`config.mk`:
```
export PLATFORM = sky130hd
export DESIGN_NAME = serial_port_mp
export DESIGN_NICKNAME = d
export VERILOG_FILES = /design/src/rtl/serial_port_mp_pkg.sv /design/src/rtl/sp_tick_sel.sv /design/src/rtl/sp_tx.sv /design/src/rtl/sp_rx.sv /design/src/rtl/serial_port_mp.sv
export SDC_FILE = /design/constraint.sdc
export NUM_CORES = 1
export LEC_CHECK = 0
export BUFFER_PORTS_ARGS = -buffer_cell sky130_fd_sc_hd__buf_2
export CORE_ASPECT_RATIO = 0.75
export CORE_UTILIZATION = 61
export CTS_BUF_LIST = sky130_fd_sc_hd__clkbuf_4
export DETAILED_ROUTE_END_ITERATION = 12
export PLACE_DENSITY = 0.81
export SLEW_MARGIN = 20
export SYNTH_ARGS = -nofsm -noshare
export SYNTH_HDL_FRONTEND = slang
export SYNTH_SLANG_ARGS = --single-unit
```
`constraint.sdc`:
```
create_clock -name clk -period 2.2 [get_ports clk]
set_input_delay 0.44 -clock clk [delete_from_list [all_inputs] [get_ports clk]]
set_output_delay 0.44 -clock clk [all_outputs]
set_load 0.05 [all_outputs]
```
`src/rtl/serial_port_mp_pkg.sv`:
```
package serial_port_mp_pkg;
  typedef enum logic [1:0] {
    FMT_8_VAR   = 2'd0,
    FMT_9_FIX   = 2'd1,
    FMT_9_VAR   = 2'd2,
    FMT_9_VAR_B = 2'd3
  } frame_fmt_e;

  typedef enum logic [2:0] {
    RX_IDLE, RX_START, RX_DATA, RX_NINTH, RX_STOP
  } rx_state_e;

  function automatic logic fmt_is_nine(input frame_fmt_e f);
    return f != FMT_8_VAR;
  endfunction
endpackage

```
`src/rtl/sp_tick_sel.sv`:
```
module sp_tick_sel #(
  parameter int SLOW_DIV = 4
) (
  input  logic clk,
  input  logic rst_n,
  input  logic use_fixed,
  input  logic rate_double,
  input  logic baud_tick,
  output logic os_tick
);
  localparam int DW   = (SLOW_DIV > 2) ? $clog2(SLOW_DIV) : 1;
  localparam int HALF = SLOW_DIV / 2;
  localparam logic [DW-1:0] LAST  = DW'(SLOW_DIV - 1);
  localparam logic [DW-1:0] MIDPT = DW'(HALF - 1);

  logic [DW-1:0] div_q;
  logic slow_hit, fast_hit;

  always_ff @(posedge clk or negedge rst_n) begin
    if (!rst_n) div_q <= '0;
    else if (div_q == LAST) div_q <= '0;
    else div_q <= div_q + 1'b1;
  end

  assign slow_hit = (div_q == LAST);
  assign fast_hit = slow_hit || (div_q == MIDPT);
  assign os_tick  = use_fixed ? (rate_double ? fast_hit : slow_hit) : baud_tick;
endmodule

```
`src/rtl/sp_tx.sv`:
```
module sp_tx #(
  parameter int DATA_W = 8,
  parameter int OVS    = 16
) (
  input  logic              clk,
  input  logic              rst_n,
  input  logic              os_tick,
  input  logic              start,
  input  logic [DATA_W-1:0] data,
  input  logic              nine_en,
  input  logic              ninth,
  output logic              txd,
  output logic              busy,
  output logic              fin
);
  localparam int FW = DATA_W + 3;
  localparam int LW = $clog2(FW + 1);
  localparam int CW = $clog2(OVS);
  localparam logic [LW-1:0] LEN9 = LW'(FW);
  localparam logic [LW-1:0] LEN8 = LW'(FW - 1);
  localparam logic [CW-1:0] CLAST = CW'(OVS - 1);

  logic [FW-1:0] sh_q;
  logic [LW-1:0] left_q;
  logic [CW-1:0] cnt_q;

  always_ff @(posedge clk or negedge rst_n) begin
    if (!rst_n) begin
      sh_q   <= '1;
      left_q <= '0;
      cnt_q  <= '0;
      busy   <= 1'b0;
      fin    <= 1'b0;
    end else begin
      fin <= 1'b0;
      if (start && !busy) begin
        sh_q   <= {1'b1, (nine_en ? ninth : 1'b1), data, 1'b0};
        left_q <= nine_en ? LEN9 : LEN8;
        cnt_q  <= '0;
        busy   <= 1'b1;
      end else if (busy && os_tick) begin
        if (cnt_q == CLAST) begin
          cnt_q <= '0;
          if (left_q == LW'(1)) begin
            busy <= 1'b0;
            fin  <= 1'b1;
          end else begin
            sh_q   <= {1'b1, sh_q[FW-1:1]};
            left_q <= left_q - 1'b1;
          end
        end else begin
          cnt_q <= cnt_q + 1'b1;
        end
      end
    end
  end

  assign txd = busy ? sh_q[0] : 1'b1;
endmodule

```
`src/rtl/sp_rx.sv`:
```
module sp_rx
  import serial_port_mp_pkg::*;
#(
  parameter int DATA_W = 8,
  parameter int OVS    = 16
) (
  input  logic              clk,
  input  logic              rst_n,
  input  logic              os_tick,
  input  logic              rxd,
  input  logic              nine_en,
  input  logic              mp_en,
  output logic              accept,
  output logic [DATA_W-1:0] rx_data,
  output logic              rx_ninth
);
  localparam int CW  = $clog2(OVS);
  localparam int IW  = (DATA_W > 1) ? $clog2(DATA_W) : 1;
  localparam logic [CW-1:0] S_A  = CW'(OVS / 2 - 1);
  localparam logic [CW-1:0] S_B  = CW'(OVS / 2);
  localparam logic [CW-1:0] S_C  = CW'(OVS / 2 + 1);
  localparam logic [IW-1:0] ILAST = IW'(DATA_W - 1);

  rx_state_e         st_q;
  logic [CW-1:0]     cnt_q;
  logic [IW-1:0]     idx_q;
  logic              smp_a, smp_b, ninth_q;
  logic [DATA_W-1:0] sh_q;
  logic              vote;

  assign vote = (smp_a & smp_b) | (smp_a & rxd) | (smp_b & rxd);

  always_ff @(posedge clk or negedge rst_n) begin
    if (!rst_n) begin
      st_q     <= RX_IDLE;
      cnt_q    <= '0;
      idx_q    <= '0;
      smp_a    <= 1'b1;
      smp_b    <= 1'b1;
      ninth_q  <= 1'b0;
      sh_q     <= '0;
      accept   <= 1'b0;
      rx_data  <= '0;
      rx_ninth <= 1'b0;
    end else begin
      accept <= 1'b0;
      if (os_tick) begin
        if (st_q == RX_IDLE) begin
          if (!rxd) begin
            st_q  <= RX_START;
            cnt_q <= '0;
          end
        end else begin
          cnt_q <= cnt_q + 1'b1;
          if (cnt_q == S_A) smp_a <= rxd;
          if (cnt_q == S_B) smp_b <= rxd;
          if (cnt_q == S_C) begin
            unique case (st_q)
              RX_START: begin
                if (vote) st_q <= RX_IDLE;
                else begin
                  st_q  <= RX_DATA;
                  idx_q <= '0;
                end
              end
              RX_DATA: begin
                sh_q <= {vote, sh_q[DATA_W-1:1]};
                if (idx_q == ILAST) st_q <= nine_en ? RX_NINTH : RX_STOP;
                else idx_q <= idx_q + 1'b1;
              end
              RX_NINTH: begin
                ninth_q <= vote;
                st_q    <= RX_STOP;
              end
              RX_STOP: begin
                st_q <= RX_IDLE;
                if (nine_en ? (!mp_en || ninth_q) : vote) begin
                  accept  <= 1'b1;
                  rx_data <= sh_q;
                  if (nine_en) rx_ninth <= ninth_q;
                end
              end
              default: st_q <= RX_IDLE;
            endcase
          end
        end
      end
    end
  end
endmodule

```
`src/rtl/serial_port_mp.sv`:
```
module serial_port_mp
  import serial_port_mp_pkg::*;
#(
  parameter int DATA_W   = 8,
  parameter int OVS      = 16,
  parameter int SLOW_DIV = 4
) (
  input  logic              clk,
  input  logic              rst_n,
  input  logic              bus_wr,
  input  logic              bus_addr,
  input  logic [DATA_W-1:0] bus_wdata,
  output logic [DATA_W-1:0] bus_rdata,
  input  logic              rate_double,
  input  logic              baud_tick,
  input  logic              rxd,
  output logic              txd,
  output logic              tx_irq,
  output logic              rx_irq
);
  frame_fmt_e        mode_q;
  logic              mp_en_q, tx9_q, tx_done_q, rx_done_q;
  logic              rxd_m, rxd_s;
  logic              wr_data, wr_ctrl, os_tick, nine_en;
  logic              tx_busy, tx_fin, rx_accept, rx9;
  logic [DATA_W-1:0] rx_buf;
  logic              ctrl_unused;

  assign wr_data     = bus_wr && !bus_addr;
  assign wr_ctrl     = bus_wr && bus_addr;
  assign nine_en     = fmt_is_nine(mode_q);
  assign ctrl_unused = ^{bus_wdata[4], bus_wdata[2]};

  always_ff @(posedge clk or negedge rst_n) begin
    if (!rst_n) begin
      rxd_m <= 1'b1;
      rxd_s <= 1'b1;
    end else begin
      rxd_m <= rxd;
      rxd_s <= rxd_m;
    end
  end

  always_ff @(posedge clk or negedge rst_n) begin
    if (!rst_n) begin
      mode_q    <= FMT_8_VAR;
      mp_en_q   <= 1'b0;
      tx9_q     <= 1'b0;
      tx_done_q <= 1'b0;
      rx_done_q <= 1'b0;
    end else begin
      if (wr_ctrl) begin
        mode_q  <= frame_fmt_e'(bus_wdata[7:6]);
        mp_en_q <= bus_wdata[5];
        tx9_q   <= bus_wdata[3];
      end
      tx_done_q <= tx_fin    ? 1'b1 : (wr_ctrl ? bus_wdata[1] : tx_done_q);
      rx_done_q <= rx_accept ? 1'b1 : (wr_ctrl ? bus_wdata[0] : rx_done_q);
    end
  end

  sp_tick_sel #(.SLOW_DIV(SLOW_DIV)) u_tick (
    .clk(clk), .rst_n(rst_n), .use_fixed(mode_q == FMT_9_FIX),
    .rate_double(rate_double), .baud_tick(baud_tick), .os_tick(os_tick)
  );

  sp_tx #(.DATA_W(DATA_W), .OVS(OVS)) u_tx (
    .clk(clk), .rst_n(rst_n), .os_tick(os_tick), .start(wr_data),
    .data(bus_wdata), .nine_en(nine_en), .ninth(tx9_q),
    .txd(txd), .busy(tx_busy), .fin(tx_fin)
  );

  sp_rx #(.DATA_W(DATA_W), .OVS(OVS)) u_rx (
    .clk(clk), .rst_n(rst_n), .os_tick(os_tick), .rxd(rxd_s),
    .nine_en(nine_en), .mp_en(mp_en_q), .accept(rx_accept),
    .rx_data(rx_buf), .rx_ninth(rx9)
  );

  generate
    if (DATA_W >= 8) begin : g_ctrl_wide
      always_comb begin
        bus_rdata = '0;
        if (!bus_addr) bus_rdata = rx_buf;
        else bus_rdata[7:0] = {mode_q, mp_en_q, 1'b0, tx9_q, rx9, tx_done_q, rx_done_q};
      end
    end else begin : g_ctrl_narrow
      logic [7:0] ctrl_full;
      assign ctrl_full = {mode_q, mp_en_q, 1'b0, tx9_q, rx9, tx_done_q, rx_done_q};
      assign bus_rdata = bus_addr ? ctrl_full[DATA_W-1:0] : rx_buf;
    end
  endgenerate

  assign tx_irq = tx_done_q;
  assign rx_irq = rx_done_q;
endmodule

```
==> impl_metrics.ini <==
[sta]
finalClockSkew_ns = 0.01172
period_needed_ns = 2.040
finalHoldViolCount = 0
fin_crit_sh_pct = 92.71
rsz0062_at_grt = false
worst_pin_slew_ns = 0.4280
maxSlewHeadroom_pct = 71.47
tns_ns = 0
setup_viol = 0
layout_setup_ws_ns = 0.1604
final-max-slew-violation-count = 0
max_freq_mhz = 490.3
hold_slack_ns = 0.02357

[global_routing]
grt_usage_pct = 26.02
grt_max_degree = 62
grt_overflow = 0
grt_pass1_wl_um = 10560
antenna_found_initial = 0
grt_pass1_vias = 2155

[place]
portBuffers = 25
gp_congestion = 0.8203
post_dp_cell_area_sq_mm = 0.003297
dp_hpwl_um = 4324
post-place-ws_ns = 0.02832

[logic_synthesis]
yosysTopAreaCell = dfrtp_1
synth_area_sq_mm = 0.003069
synth_cells = 263
synth_seq_area_share_pct = 50.31
ys.flop_type = dfrtp_1
synth_area_per_cell_sq_um = 11.67
yosysWarningCount = 0
synth.ff_latch_count = 61
synth_area_leaders = dfrtp_1 38%, dfstp_2 12%, mux2_4 7.3%, mux2_2 6.6%, ha_1 4.1%
synth_nets = 288
synth_top_area_share_pct = 38.32
yosysMostFrequentCell = dfrtp_1
synthArstFlopShare_pct = 100.0
synth_common_cells = 47 x dfrtp_1, 18 x mux2_2, 17 x nand2_1, 15 x mux2_4, 14 x dfstp_2
synth_edf_count = 0
synth_cell_type_count = 49

[routing]
num_vias = 2180
vias_per_cell = 6.089
ant_nets = 0
drt-pass1-iter-count = 8
drc = 8
drtIter0Drc = 119
wl_per_cell_um = 16.80
drt_wl_total_um = 6013

[floorplanning]
die_area_sq_mm = 0.005322
ioPinCount = 26
die_h_um = 63.43
rows = 21
die-width_um = 83.91
floorplan.initialDensity_pct = 65.99
coreArea_sq_mm = 0.004651

[pwr]
p_leak_nw = 1.661
p_per_area_mw_per_mm2 = 1041
ir_worst_vdd_mv = 0.6171

[clock_network]
cts-root-buf = clkbuf_4
cts.clk_slew.worst_paths_ns = 0.10
cts.sinks = 61
clk_latency_ns = 0.39
cts_tree = yes
cts_setup_buffers = 0
clk_path_buf_depth = 2
h-tree-depth = 3
cts_buffers = 9

[critical_path]
arrival_ns = 2.31
path_max_fanout = 9
critical_path.startpoint_type = flop
worstSetupPathType = reg -> reg
end_kind = flop
cp_data_required_time_ns = 2.47

[status]
failed_checks = design-rule violations
status = finished with violations

[run]
drv_cap = 0

[final_layout]
final_nets = 321
drive_gt1_share_pct = 34.55
synthToLayoutAreaGrowth_pct = 12.52
diodes = 0
finalInstanceArea_sq_mm = 0.003453

[worst_hold_path]
hold_class = in -> async
-- flip-flops by register name, indices dropped and copies added (netlist names), 2 cells and up --
name,flops
u_rx.rx_data,8
u_tx.cnt_q,4
u_rx.sh_q,8
u_tx.left_q,4
mode_q,2
u_rx.cnt_q,4
u_rx.idx_q,3
u_tx.sh_q,10
u_rx.st_q,3
u_tick.div_q,2
-- per-stage QoR --
| stage | utilization [%] | std cells | power (W) |
|---|---|---|---|
| floorplan | - | 263 | 0.002463 |
| global placement | 70.89 | 342 | 0.002703 |
| detailed placement | 70.89 | 342 | 0.002763 |
| CTS | 74.17 | 358 | 0.003613 |
| global route | 74.25 | 358 | 0.003835 |
| finish | 74.25 | 358 | 0.003595 |
-- metal layers --
layer / up-vias / global-route usage (%) / wire length (um)
li1: 1045 / - / -
met1: 1077 / 36.16 / 2836
met2: 49 / 40.98 / 2877
met3: 9 / 5.636 / 244
met4: 0 / 8.621 / 55
met5: - / 0 / 0
-- layout by cell type (no fill, tap or decap), drive strengths merged, types with 3 or more instances in the layout --
| cell type | netlist | routed |
|---|---|---|
| dfrtp | 47 | 47 |
| buf | 3 | 35 |
| mux2 | 34 | 34 |
| nand2 | 17 | 17 |
| dfstp | 14 | 14 |
| nor2 | 13 | 13 |
| inv | 10 | 10 |
| ha | 10 | 10 |
| clkbuf | 10 | 10 |
| a31oi | 8 | 8 |
| a221o | 7 | 7 |
| a21oi | 7 | 7 |
| nor3 | 6 | 6 |
| nand3 | 5 | 5 |
| clkinv | 1 | 5 |
| nand2b | 4 | 4 |
| and3 | 4 | 4 |
| and2 | 4 | 4 |
| a211o | 4 | 4 |
| nor4 | 4 | 4 |
| o2bb2ai | 4 | 4 |
| o21ai | 4 | 4 |
| nor2b | 3 | 3 |
| nand4 | 3 | 3 |
| o31ai | 3 | 3 |
| or3 | 3 | 3 |
| a22o | 3 | 3 |
| a31o | 3 | 3 |
| mux2i | 3 | 3 |
| or4 | 3 | 3 |
-- what timing repair did --
item / CTS / global route
hold buffers: 0 / 0
setup endpoints to repair: 0 / 8
resized for setup: 0 / 1
-- where the power goes --
part           total (W)  internal (W)  switching (W)
combinational    0.00103      0.000493       0.000542
clock           0.000850      0.000463       0.000386
sequential       0.00171       0.00146       0.000251
total            0.00359       0.00241        0.00118
-- critical path, cell delays in order (launching register included) --
cell      delay, ns
dfrtp_1        0.42
or2_1          0.29
a311oi_1       0.25
or4b_1         0.45
buf_4          0.21
mux2_4         0.31
-- area by class of cell --
cell class	instances	area (sq um)
clock buffer	10	75.07
clock inverter	6	77.57
fill	315	1197
inverter	11	41.29
multi-input combinational	178	1431
sequential	61	1544
tap	57	71.32
timing repair buffer	35	212.7
-- cells by family after synthesis --
logic type,synth area share [%]
AOI/OAI and AO/OA,12.35
adders and majority gates,4.403
buffers and inverters,3.180
DFF,50.31
muxes,15.41
and+or+nand+nor,14.35
-- final timing paths --
kind	from	slack (ns)	cells past startpoint	endpoint
max	mode_q[0]	0.16	5	u_rx.rx_data[2]
min	rst_n	0.02	2	u_tx.cnt_q[2]
max reg2reg	mode_q[0]	0.16	5	u_rx.rx_data[2]
min in group clk	rxd	0.15	1	rxd_m
max in group asynchronous	rst_n	1.84	2	u_rx.smp_a
min reg2reg	rxd_m	0.36	0	rxd_s
Note: power is estimated with default switching activity, not from simulation.
